[src/rtl/cmd_rsp_seq_pkg.sv]
package cmd_rsp_seq_pkg;

  localparam int unsigned OFF_LOC_STATE = 32'h000;
  localparam int unsigned OFF_LOC_CTRL  = 32'h008;
  localparam int unsigned OFF_REQUEST   = 32'h040;
  localparam int unsigned OFF_STATUS    = 32'h044;
  localparam int unsigned OFF_CANCEL    = 32'h048;
  localparam int unsigned OFF_START     = 32'h04C;
  localparam int unsigned OFF_CMD_SIZE  = 32'h058;
  localparam int unsigned HDR_BYTES     = 10;

  typedef enum logic [2:0] {
    ERR_NONE, ERR_TOO_BIG, ERR_DEVICE, ERR_LOCALITY,
    ERR_IDLE, ERR_READY, ERR_CANCEL, ERR_BAD_LEN
  } errCode_e;

  typedef enum logic [1:0] {TMR_C, TMR_B, TMR_CMD} tmrSel_e;

  typedef enum logic [4:0] {
    S_IDLE, S_SIZE, S_STS, S_LOCREQ, S_LOCPOLL, S_CANCLR, S_IDLECHK,
    S_GOIDLE, S_IDLEPOLL, S_GORDY, S_RDYPOLL, S_COPY, S_START, S_STPOLL,
    S_CANSET, S_CANPOLL, S_CANREL, S_HDR, S_BODY, S_REQIDLE, S_RELQ, S_FIN
  } seqState_e;

  typedef struct packed {
    logic    begin_;
    logic    idxClr;
    logic    idxInc;
    logic    tmrLoad;
    tmrSel_e tmrSel;
    logic    capCode;
    logic    capLen;
  } dpStrobe_t;

endpackage

[src/rtl/cmd_rsp_seq_dpath.sv]
module cmd_rsp_seq_dpath
  import cmd_rsp_seq_pkg::*;
#(
  parameter int unsigned LEN_W         = 16,
  parameter int unsigned TMR_W         = 20,
  parameter int unsigned TIMEOUT_C     = 1000,
  parameter int unsigned TIMEOUT_B     = 1000,
  parameter int unsigned TIMEOUT_SHORT = 2000,
  parameter int unsigned TIMEOUT_LONG  = 100000,
  parameter int unsigned LONG_LO       = 32'h100,
  parameter int unsigned LONG_HI       = 32'h1FF,
  parameter int unsigned MAX_RSP       = 4096
) (
  input  logic             clk,
  input  logic             rstN,
  input  dpStrobe_t        st,
  input  logic [LEN_W-1:0] cmdLenIn,
  input  logic [7:0]       cmdByte,
  input  logic [7:0]       busByte,
  output logic [LEN_W-1:0] idx,
  output logic [LEN_W-1:0] cmdLenQ,
  output logic             tmrZero,
  output logic             lenOk,
  output logic             lastCmd,
  output logic             lastRsp,
  output logic [31:0]      rspLen
);

  localparam logic [LEN_W-1:0] CODE_FIRST = LEN_W'(6);
  localparam logic [LEN_W-1:0] CODE_LAST  = LEN_W'(9);
  localparam logic [LEN_W-1:0] LEN_FIRST  = LEN_W'(2);
  localparam logic [LEN_W-1:0] LEN_LAST   = LEN_W'(5);

  logic [TMR_W-1:0] tmr;
  logic [TMR_W-1:0] tmrLoadVal;
  logic [31:0]      cmdCode;
  logic             longCmd;

  assign longCmd = (cmdCode >= 32'(LONG_LO)) && (cmdCode <= 32'(LONG_HI));

  always_comb begin
    unique case (st.tmrSel)
      TMR_C:   tmrLoadVal = TMR_W'(TIMEOUT_C);
      TMR_B:   tmrLoadVal = TMR_W'(TIMEOUT_B);
      default: tmrLoadVal = longCmd ? TMR_W'(TIMEOUT_LONG) : TMR_W'(TIMEOUT_SHORT);
    endcase
  end

  always_ff @(posedge clk) begin
    if (!rstN) begin
      idx     <= '0;
      cmdLenQ <= '0;
      cmdCode <= '0;
      rspLen  <= '0;
      tmr     <= '0;
    end else begin
      if (st.begin_) begin
        cmdLenQ <= cmdLenIn;
        cmdCode <= '0;
        rspLen  <= '0;
      end
      if (st.begin_ || st.idxClr) idx <= '0;
      else if (st.idxInc)         idx <= idx + LEN_W'(1);
      if (st.capCode && idx >= CODE_FIRST && idx <= CODE_LAST)
        cmdCode <= {cmdCode[23:0], cmdByte};
      if (st.capLen && idx >= LEN_FIRST && idx <= LEN_LAST)
        rspLen <= {rspLen[23:0], busByte};
      if (st.tmrLoad)      tmr <= tmrLoadVal;
      else if (tmr != '0)  tmr <= tmr - TMR_W'(1);
    end
  end

  assign tmrZero = (tmr == '0);
  assign lenOk   = (rspLen >= 32'(HDR_BYTES)) && (rspLen <= 32'(MAX_RSP));
  assign lastCmd = ((idx + LEN_W'(1)) == cmdLenQ);
  assign lastRsp = ((32'(idx) + 32'd1) == rspLen);

  // Once expired, the poll timer only restarts through a load.
  assert_tmr_floor_R4: assert property (@(posedge clk) disable iff (!rstN)
    (!st.tmrLoad && tmr == '0) |=> (tmr == '0));

  // The byte index moves only when the controller strobes it.
  assert_idx_hold_R6: assert property (@(posedge clk) disable iff (!rstN)
    (!st.begin_ && !st.idxClr && !st.idxInc) |=> $stable(idx));

endmodule

[src/rtl/cmd_rsp_seq_ctrl.sv]
module cmd_rsp_seq_ctrl
  import cmd_rsp_seq_pkg::*;
#(
  parameter int unsigned ADDR_W  = 12,
  parameter int unsigned LEN_W   = 16,
  parameter int unsigned CMD_OFF = 32'h080,
  parameter int unsigned RSP_OFF = 32'h080
) (
  input  logic              clk,
  input  logic              rstN,
  input  logic              go,
  input  logic              regAck,
  input  logic [31:0]       regRdata,
  input  logic [7:0]        cmdByte,
  input  logic [LEN_W-1:0]  idx,
  input  logic [LEN_W-1:0]  cmdLenQ,
  input  logic              tmrZero,
  input  logic              lenOk,
  input  logic              lastCmd,
  input  logic              lastRsp,
  input  logic [31:0]       rspLen,
  output dpStrobe_t         st,
  output logic              regReq,
  output logic              regWe,
  output logic [ADDR_W-1:0] regAddr,
  output logic [31:0]       regWdata,
  output logic              rspWe,
  output logic              busy,
  output logic              done,
  output logic [2:0]        errCode
);

  localparam logic [LEN_W-1:0] HDR_LAST = LEN_W'(HDR_BYTES - 1);

  seqState_e state, nextState;
  errCode_e  errQ, errNext;
  logic      acc;

  assign acc     = regReq && regAck;
  assign busy    = (state != S_IDLE) && (state != S_FIN);
  assign done    = (state == S_FIN);
  assign regReq  = busy;
  assign errCode = errQ;
  assign rspWe   = acc && ((state == S_HDR) || (state == S_BODY));

  // Bus request per state.
  always_comb begin
    regWe    = 1'b0;
    regAddr  = '0;
    regWdata = '0;
    unique case (state)
      S_SIZE:                           regAddr = ADDR_W'(OFF_CMD_SIZE);
      S_STS, S_IDLECHK, S_IDLEPOLL,
      S_RDYPOLL:                        regAddr = ADDR_W'(OFF_STATUS);
      S_LOCREQ:   begin regWe = 1'b1; regAddr = ADDR_W'(OFF_LOC_CTRL); regWdata = 32'd1; end
      S_LOCPOLL:                        regAddr = ADDR_W'(OFF_LOC_STATE);
      S_CANCLR, S_CANREL:
                  begin regWe = 1'b1; regAddr = ADDR_W'(OFF_CANCEL);   regWdata = 32'd0; end
      S_GOIDLE, S_REQIDLE:
                  begin regWe = 1'b1; regAddr = ADDR_W'(OFF_REQUEST);  regWdata = 32'd2; end
      S_GORDY:    begin regWe = 1'b1; regAddr = ADDR_W'(OFF_REQUEST);  regWdata = 32'd1; end
      S_COPY:     begin regWe = 1'b1; regAddr = ADDR_W'(CMD_OFF) + ADDR_W'(idx);
                        regWdata = {24'd0, cmdByte}; end
      S_START:    begin regWe = 1'b1; regAddr = ADDR_W'(OFF_START);    regWdata = 32'd1; end
      S_STPOLL, S_CANPOLL:              regAddr = ADDR_W'(OFF_START);
      S_CANSET:   begin regWe = 1'b1; regAddr = ADDR_W'(OFF_CANCEL);   regWdata = 32'd1; end
      S_HDR, S_BODY:                    regAddr = ADDR_W'(RSP_OFF) + ADDR_W'(idx);
      S_RELQ:     begin regWe = 1'b1; regAddr = ADDR_W'(OFF_LOC_CTRL); regWdata = 32'd2; end
      default: ;
    endcase
  end

  // Sequencing and strobes to the datapath.
  always_comb begin
    nextState = state;
    errNext   = errQ;
    st        = '0;
    st.tmrSel = TMR_C;
    unique case (state)
      S_IDLE: if (go) begin
        nextState = S_SIZE; errNext = ERR_NONE; st.begin_ = 1'b1;
      end
      S_SIZE: if (acc) begin
        if (32'(cmdLenQ) > regRdata) begin nextState = S_FIN; errNext = ERR_TOO_BIG; end
        else nextState = S_STS;
      end
      S_STS: if (acc) begin
        if (regRdata[0]) begin nextState = S_FIN; errNext = ERR_DEVICE; end
        else nextState = S_LOCREQ;
      end
      S_LOCREQ: if (acc) begin nextState = S_LOCPOLL; st.tmrLoad = 1'b1; end
      S_LOCPOLL: if (acc) begin
        if (regRdata[7] && regRdata[1]) nextState = S_CANCLR;
        else if (tmrZero) begin nextState = S_FIN; errNext = ERR_LOCALITY; end
      end
      S_CANCLR: if (acc) nextState = S_IDLECHK;
      S_IDLECHK: if (acc) nextState = regRdata[1] ? S_GORDY : S_GOIDLE;
      S_GOIDLE: if (acc) begin nextState = S_IDLEPOLL; st.tmrLoad = 1'b1; end
      S_IDLEPOLL: if (acc) begin
        if (regRdata[1]) nextState = S_GORDY;
        else if (tmrZero) begin nextState = S_FIN; errNext = ERR_IDLE; end
      end
      S_GORDY: if (acc) begin nextState = S_RDYPOLL; st.tmrLoad = 1'b1; end
      S_RDYPOLL: if (acc) begin
        if (!regRdata[0]) begin
          st.idxClr = 1'b1;
          nextState = (cmdLenQ == '0) ? S_START : S_COPY;
        end else if (tmrZero) begin nextState = S_FIN; errNext = ERR_READY; end
      end
      S_COPY: if (acc) begin
        st.capCode = 1'b1; st.idxInc = 1'b1;
        if (lastCmd) nextState = S_START;
      end
      S_START: if (acc) begin
        nextState = S_STPOLL; st.tmrLoad = 1'b1; st.tmrSel = TMR_CMD;
      end
      S_STPOLL: if (acc) begin
        if (regRdata == 32'd0) begin nextState = S_HDR; st.idxClr = 1'b1; end
        else if (tmrZero) nextState = S_CANSET;
      end
      S_CANSET: if (acc) begin
        nextState = S_CANPOLL; st.tmrLoad = 1'b1; st.tmrSel = TMR_B;
      end
      S_CANPOLL: if (acc) begin
        if (regRdata == 32'd0) nextState = S_CANREL;
        else if (tmrZero) begin nextState = S_FIN; errNext = ERR_CANCEL; end
      end
      S_CANREL: if (acc) begin nextState = S_HDR; st.idxClr = 1'b1; end
      S_HDR: if (acc) begin
        st.capLen = 1'b1; st.idxInc = 1'b1;
        if (idx == HDR_LAST) begin
          if (!lenOk) begin nextState = S_FIN; errNext = ERR_BAD_LEN; end
          else if (rspLen == 32'(HDR_BYTES)) nextState = S_REQIDLE;
          else nextState = S_BODY;
        end
      end
      S_BODY: if (acc) begin
        st.idxInc = 1'b1;
        if (lastRsp) nextState = S_REQIDLE;
      end
      S_REQIDLE: if (acc) nextState = S_RELQ;
      S_RELQ:    if (acc) nextState = S_FIN;
      S_FIN:     nextState = S_IDLE;
      default:   nextState = S_IDLE;
    endcase
  end

  always_ff @(posedge clk) begin
    if (!rstN) begin
      state <= S_IDLE;
      errQ  <= ERR_NONE;
    end else begin
      state <= nextState;
      errQ  <= errNext;
    end
  end

  assert_go_busy_R1: assert property (@(posedge clk) disable iff (!rstN)
    (state == S_IDLE && go) |=> busy);

  assert_done_pulse_R1: assert property (@(posedge clk) disable iff (!rstN)
    done |=> (!done && !busy));

  assert_req_hold_R6: assert property (@(posedge clk) disable iff (!rstN)
    (regReq && !regAck) |=> (regReq && $stable(regAddr) && $stable(regWe) && $stable(regWdata)));

  assert_body_len_R9: assert property (@(posedge clk) disable iff (!rstN)
    (state == S_BODY) |-> lenOk);

  assert_rsp_clean_R10: assert property (@(posedge clk) disable iff (!rstN)
    rspWe |-> (errCode == 3'd0));

endmodule

[src/rtl/cmd_rsp_seq.sv]
module cmd_rsp_seq
  import cmd_rsp_seq_pkg::*;
#(
  parameter int unsigned ADDR_W        = 12,
  parameter int unsigned LEN_W         = 16,
  parameter int unsigned TMR_W         = 20,
  parameter int unsigned TIMEOUT_C     = 1000,
  parameter int unsigned TIMEOUT_B     = 1000,
  parameter int unsigned TIMEOUT_SHORT = 2000,
  parameter int unsigned TIMEOUT_LONG  = 100000,
  parameter int unsigned LONG_LO       = 32'h100,
  parameter int unsigned LONG_HI       = 32'h1FF,
  parameter int unsigned MAX_RSP       = 4096,
  parameter int unsigned CMD_OFF       = 32'h080,
  parameter int unsigned RSP_OFF       = 32'h080
) (
  input  logic              clk,
  input  logic              rstN,
  input  logic              go,
  input  logic [LEN_W-1:0]  cmdLen,
  output logic [LEN_W-1:0]  cmdIdx,
  input  logic [7:0]        cmdByte,
  output logic              regReq,
  output logic              regWe,
  output logic [ADDR_W-1:0] regAddr,
  output logic [31:0]       regWdata,
  input  logic              regAck,
  input  logic [31:0]       regRdata,
  output logic              rspWe,
  output logic [LEN_W-1:0]  rspIdx,
  output logic [7:0]        rspByte,
  output logic [31:0]       rspLen,
  output logic              busy,
  output logic              done,
  output logic [2:0]        errCode
);

  dpStrobe_t        st;
  logic [LEN_W-1:0] idx, cmdLenQ;
  logic             tmrZero, lenOk, lastCmd, lastRsp;

  cmd_rsp_seq_dpath #(
    .LEN_W(LEN_W), .TMR_W(TMR_W), .TIMEOUT_C(TIMEOUT_C), .TIMEOUT_B(TIMEOUT_B),
    .TIMEOUT_SHORT(TIMEOUT_SHORT), .TIMEOUT_LONG(TIMEOUT_LONG),
    .LONG_LO(LONG_LO), .LONG_HI(LONG_HI), .MAX_RSP(MAX_RSP)
  ) dpath_i (
    .clk(clk), .rstN(rstN), .st(st), .cmdLenIn(cmdLen), .cmdByte(cmdByte),
    .busByte(regRdata[7:0]), .idx(idx), .cmdLenQ(cmdLenQ), .tmrZero(tmrZero),
    .lenOk(lenOk), .lastCmd(lastCmd), .lastRsp(lastRsp), .rspLen(rspLen)
  );

  cmd_rsp_seq_ctrl #(
    .ADDR_W(ADDR_W), .LEN_W(LEN_W), .CMD_OFF(CMD_OFF), .RSP_OFF(RSP_OFF)
  ) ctrl_i (
    .clk(clk), .rstN(rstN), .go(go), .regAck(regAck), .regRdata(regRdata),
    .cmdByte(cmdByte), .idx(idx), .cmdLenQ(cmdLenQ), .tmrZero(tmrZero),
    .lenOk(lenOk), .lastCmd(lastCmd), .lastRsp(lastRsp), .rspLen(rspLen),
    .st(st), .regReq(regReq), .regWe(regWe), .regAddr(regAddr),
    .regWdata(regWdata), .rspWe(rspWe), .busy(busy), .done(done),
    .errCode(errCode)
  );

  assign cmdIdx  = idx;
  assign rspIdx  = idx;
  assign rspByte = regRdata[7:0];

endmodule

[config.mk]
export PLATFORM = sky130hd
export DESIGN_NAME = cmd_rsp_seq
export DESIGN_NICKNAME = d
export VERILOG_FILES = /design/src/rtl/cmd_rsp_seq_pkg.sv /design/src/rtl/cmd_rsp_seq_dpath.sv /design/src/rtl/cmd_rsp_seq_ctrl.sv /design/src/rtl/cmd_rsp_seq.sv
export SDC_FILE = /design/constraint.sdc
export NUM_CORES = 1
export LEC_CHECK = 0
export ABC_AREA = 1
export BUFFER_PORTS_ARGS = -buffer_cell sky130_fd_sc_hd__buf_2
export CORE_ASPECT_RATIO = 0.75
export CORE_MARGIN = 1
export CORE_UTILIZATION = 45
export DETAILED_ROUTE_END_ITERATION = 12
export GPL_TIMING_DRIVEN = 1
export HOLD_SLACK_MARGIN = 0.02
export PLACE_DENSITY = 0.72
export SLEW_MARGIN = 20
export SYNTH_ARGS = -nofsm -noshare
export SYNTH_HDL_FRONTEND = slang
export SYNTH_SLANG_ARGS = --single-unit
[constraint.sdc]
create_clock -name clk -period 5.4 [get_ports clk]
set_input_delay 0.81 -clock clk [delete_from_list [all_inputs] [get_ports clk]]
set_output_delay 0.81 -clock clk [all_outputs]
set_load 0.03 [all_outputs]
Word-level counts from Yosys, hierarchy flattened

Index checks and enable logic that the tools add are counted.

Mux-type cells: 84
$lt $le $gt $ge: 9
$add $sub $neg: 4
Shift-type cells: 0
Eq/ne operators: 63
Reductions and logical operators: 37
Div/mod/pow operators: 0
Bitwise gates (word level): 1
Multipliers: 0

Operator list:

| cell                 | count |
|---|---|
| $mux 5               | 34 |
| $pmux 5 s21          | 1 |
| $mux 32              | 3 |
| $pmux 12 s7          | 1 |
| $mux 3               | 23 |
| $mux 20              | 3 |
| $ne 2x1->1 const B   | 27 |
| $eq 5x4->1 const B   | 8 |
| $eq 32x32->1         | 1 |
| $eq 32x4->1 const B  | 1 |
| $ge 32x4->1 const B  | 1 |
| $ge 32x9->1 const B  | 1 |
| $gt 16x32->1         | 1 |
| $le 32x13->1 const B | 1 |
| $le 32x9->1 const B  | 1 |
| $logic_not 32->1     | 1 |
| $eq 5x5->1 const B   | 6 |
| $reduce_and 25->1    | 1 |
| $pmux 3 s8           | 1 |
| $pmux 8 s3           | 1 |
| $reduce_and 21->1    | 1 |
| $eq 5x3->1 const B   | 4 |
| $logic_not 20->1     | 1 |
| $reduce_bool 20->1   | 1 |
| 34 further kinds     | 74 |

Output and inout port bits: 124
Input bits: 60
Memory bits (writable): 0
Flip-flop bits (word level): 124
Bits in latches: 0
Bits in read-only memories: 0
Word-level logic and storage cells: 205
Memories: 0

Depth between registers and ports, before layout

Depth in word-level cells: 9
Mapped depth: 19
Depth with buffers taken out: 18

By module

A second synthesis with hierarchy kept.

Cells, all modules: 1,427
Area total of the unflattened synthesis: 8,672.1 sq um

By module, submodules not included:

| module            | times used | area each (sq um) | cells each |
|---|---|---|---|
| cmd_rsp_seq_dpath | 1          | 5,909.4           | 888 |
| cmd_rsp_seq_ctrl  | 1          | 2,582.5           | 515 |
| cmd_rsp_seq       | 1          | 180.2             | 24 |

Least setup slack after synthesis

No wires, ideal clock.

Path kind: flip-flop to output port
Start point: reg ctrl_i.state[3]
End point: out regAddr[3]
Data arrival time: 1.745 ns
Path slack: 2.845 ns
Stages on the path, launching flop included: 10
Path buffers: 0
Cell sequence: dfxtp_1 > nor2_2 > inv_2 > nor2_1 > nand2_1 > nand2_1 > nor2_1 > clkinv_1 > a21oi_1 > nand4_1

Longest elaborated chain between the ends: 3

RTL lines:

| item                                    | line                    | RTL |
|---|---|---|
| start: declaration                      | cmd_rsp_seq_ctrl.sv:35  | `seqState_e state, nextState;` |
| start signal: assignment                | cmd_rsp_seq_ctrl.sv:153 | `state <= nextState;` |
| $eq 5x2->1 (tied with other cells)      | cmd_rsp_seq_ctrl.sv:51  | `unique case (state)` |
| $reduce_or 4->1 (tied with other cells) | cmd_rsp_seq_ctrl.sv:51  |  |
| $pmux 12 s7 (*)                         | cmd_rsp_seq_ctrl.sv:51  |  |
| end: declaration                        | cmd_rsp_seq.sv:25       | `output logic [ADDR_W-1:0] regAddr,` |

Mark *: on every way between the ends. The rest lies on a longest branch, timed or not.

Worst setup path after layout

Start point: reg ctrl_i.state[4]
End point: out regAddr[3]

Same word-level chain as after synthesis.

==> results.md <==
- The number of violations reported at the end of detailed-routing iteration 0 is 874.
- Setup repair after global routing left no endpoint under its margin.
- The floorplan step defined a core boundary enclosing 0.0179 mm2.
- For the worst setup path, the data arrival time is 2.80 ns.
- The power consumption is between 3 and 4 mW.
- After clock tree synthesis, the flow added hold-fix buffers numbering 0.
- The synthesized netlist contains 43 unique library cells.
- The post-DP HPWL is 21400 um.
- Dividing the detail-routed wire length by the instance count gives 15.9 um.
- The sequential area share after synthesis is 0.298.
- The I/O pin total is 184.
- The congestion estimate from routability-driven global placement came to 0.989.
- The layout has ~1.8k filler cells.
- Before antenna repair, the detailed router went through 6 iterations.
- The number of enable-type register cells in the synthesized netlist is 0.
- By area the synthesized netlist is led by dfxtp_1, nand2_1, nor2_1, a21oi_1, inv_1.
- The number of antenna violations at the first check in global routing is 0.
- The critical path goes through inv_2, nand3_2, inv_2, nand2_2, inv_2, nor2_1, clkinv_1, a21oi_1, nand4_1, buf_2.
- The worst setup path is launched from a flop.
- The most frequent standard cell in the layout excluding fill and tap cells is nand2_1.
- The yosys synthesis warning count is 0.
- In this design, the stage delay of the slowest critical-path cell is 0.48 ns.
- The number of post-CTS setup repair buffers is 0.
- The overall die height is 120 um.
- The final instance area is around 0.0096 mm2.
- The floorplan step defined a die boundary enclosing 0.0191 mm2.
- The most numerous cell on the critical path is inv_2.
- The area of the mapped netlist is 0.00834 mm2.
- The count of clock tree sinks is 124.
- The cell leakage power is 4.87 nW.
- Dividing total power by cell area gives a power density of 406 mW/mm2.
- The worst min-delay path category is reg -> reg.
- The actual transition at the worst max-transition pin is 1.02 ns.
- Across all layers, the routed design uses slightly above 9k vias.
- The async set-or-reset flop fraction in the synthesized netlist is 0.
- The floorplan step set the die width to 159 um.
- The category of the critical setup timing path is reg -> out.
- For this run, the total global-route usage over all layers was measured as 0.291.
- 0 antenna diodes ended up in the layout.
- The layout overhead on the synthesized area is 14.9%.
- The final number of hold-violating endpoints was 0.
- CTS placed an instance of clkbuf_16 at the clock tree root.
- The clock reaches the later pin of the worst-skew pair after 0.43 ns.
- The relative max-transition margin is 0.318.
- The via count of the first global-routing pass came to a little under 8k.
- The worst setup slack before clock tree synthesis is 2.30 ns.
- For this run, design rule violations remaining after detail routing come to 0.
- Summed over all instances, the cell type with the most area after synthesis is dfxtp_1.
- The final worst setup slack is 1.79 ns.
- In the routed layout, each cell is associated on average with a via count of around 5.2.
- The number of gates resized after CTS was 0.
- The max-slew violation count is 0.
- The initial utilization of the core area, before any placement, comes to 0.467.
- The summed negative setup slack over all endpoints is 0 ns.
- The number of nets still failing antenna checks after routing is 0.
- The number of endpoints failing setup at the final stage is 0.
- The maximum fanout along the worst path is 12.
- Clock-pin slew was measured on the worst setup and hold paths at 0.06 ns.
- The share of synthesized area in the top cell type comes to 0.298.
- In this run the core area contains 42 standard-cell rows.
- The most used flip-flop cell after synthesis is dfxtp_1.
- Across the whole layout, storage elements account for 0.00248 mm2.
- The number of levels the H-tree was split into is 4.
- The largest net degree at the start of global routing is 71.
- In the final layout, the multi-input gates occupy 0.00480 mm2.
- For this run the aggregate overflow at the end of global routing stands at 0.
- In the finished design, the share of the clock period the worst path needs comes to 0.669.
- After the last flow step, the layout net total stands at around 1.6k.
- The top cell types in the final layout, fill and taps aside, are nand2_1, nor2_1, buf_2, inv_1, dfxtp_1.
- The count of maximum capacitance violations is 0.
- The first global-routing pass estimated 43000 um of wire.
- The fraction of layout instances using a drive strength above 1 is 0.150.
- Summed over all layers, the routed wires come to 27900 um.
- The worst setup path is captured at an output port.
- The flow ran to the end, and the final reports show no timing, DRC or antenna violations.
- The post-detailed-placement cell area is between 0.009 and 0.01 mm2.
- The buffer depth of the longest clock path is 2.
- For the final database, setup skew stands at 0.0106 ns.
- The number of clock buffers added by TritonCTS is 17.
- In this run the mean area of a mapped cell was 6.07 um2.
- The worst path required time is between 4 and 5 ns.
- For the finished layout, the period the worst path requires is about 3.6 ns.
- IR analysis of the VDD net gives a maximum drop of roughly 0.29 mV.
- The instance count of the mapped netlist is 1373.
- Derived from the worst setup path, the maximum achievable clock frequency is 277 MHz.
- The number of port buffers is 159.
- The synthesized design contains 124 register bits.
- The CTS tree is yes.
- The standard cell with the maximum stage delay on the critical path is dfxtp_1.
## area by class of cell
class / instances / area share
timing repair buffer: 164 / 0.0870
inverter: 161 / 0.0631
tap: 242 / 0.0316
clock buffer: 19 / 0.0463
clock inverter: 13 / 0.0112
multi-input combinational: 1028 / 0.502
sequential: 124 / 0.259
## registers in the layout, indices dropped and copies added, names as in the netlist
| name | flops |
|---|---|
| ctrl_i.state | 5 |
| dpath_i.tmr | 20 |
| dpath_i.rspLen | 32 |
| dpath_i.idx | 16 |
| dpath_i.cmdCode | 32 |
| dpath_i.cmdLenQ | 16 |
| ctrl_i.errCode | 3 |
## worst max-delay path: cells and delay by family, from the launching register on
family	cells	cell delay, ns
flops	1	0.48
compound gates	1	0.24
buf+inv	5	0.88
simple gates	4	0.75
## worst paths after layout
check / startpoint / cells after the start / slack (ns) / to
min reg2reg: dpath_i.cmdCode[28]$_SDFFE_PN0P_ / 2 / 0.45 / dpath_i.cmdCode[28]$_SDFFE_PN0P_
min: dpath_i.cmdCode[28]$_SDFFE_PN0P_ / 2 / 0.45 / dpath_i.cmdCode[28]$_SDFFE_PN0P_
max: ctrl_i.state[4]$_SDFFE_PN0P_ / 10 / 1.79 / regAddr[3]
max reg2reg: dpath_i.idx[0]$_SDFFE_PP0P_ / 15 / 2.42 / ctrl_i.state[4]$_SDFFE_PN0P_
## per-layer routing
metal	vias up	part of all wire	GRT usage
li1	4571	-	-
met1	4156	0.48	0.427
met2	440	0.39	0.393
met3	23	0.12	0.106
met4	0	0.013	0.0721
met5	-	0	0
## synthesized netlist by cell type, types with 3 or more instances
| library cell | count |
|---|---|
| nand3_1 | 97 |
| inv_1 | 149 |
| o21ai_0 | 37 |
| nand3b_1 | 10 |
| buf_6 | 3 |
| nor2_1 | 188 |
| ha_1 | 23 |
| nand4_1 | 30 |
| clkbuf_1 | 17 |
| nor2_2 | 5 |
| nand2_1 | 421 |
| nor4_1 | 6 |
| a21oi_1 | 121 |
| buf_4 | 53 |
| dfxtp_1 | 124 |
| buf_2 | 9 |
| xor2_1 | 10 |
| o21a_1 | 3 |
| nand2_2 | 5 |
| nor3_1 | 18 |
| a31oi_1 | 3 |
| inv_2 | 10 |
## stage by stage
| step | utilization | hold slack, ns | instances |
|---|---|---|---|
| after global placement | 0.505 | 0.446 | 1719 |
| after global routing | 0.536 | 0.472 | 1751 |
| final | 0.536 | 0.455 | 1751 |
| after CTS | 0.536 | 0.456 | 1751 |
| after detailed placement | 0.505 | 0.447 | 1719 |
| after floorplan | - | 0.435 | 1396 |
## logic make-up after synthesis
| logic type | share of synthesized area |
|---|---|
| and+or+nand+nor | 0.403 |
| DFF | 0.298 |
| buffers and inverters | 0.138 |
| AOI/OAI and AO/OA | 0.114 |
| other | 0.000450 |
| adders and majority gates | 0.0345 |
| xor gates and xnor gates | 0.0126 |
## power breakdown
part	switching [mW]	total [mW]	internal, mW	leakage (nW)
Sequential	0.135	1.17	1.04	1.01
Clock	0.469	1.08	0.608	0.259
Combinational	1.13	1.64	0.510	3.61
Note: power is estimated with default switching activity, not from simulation.
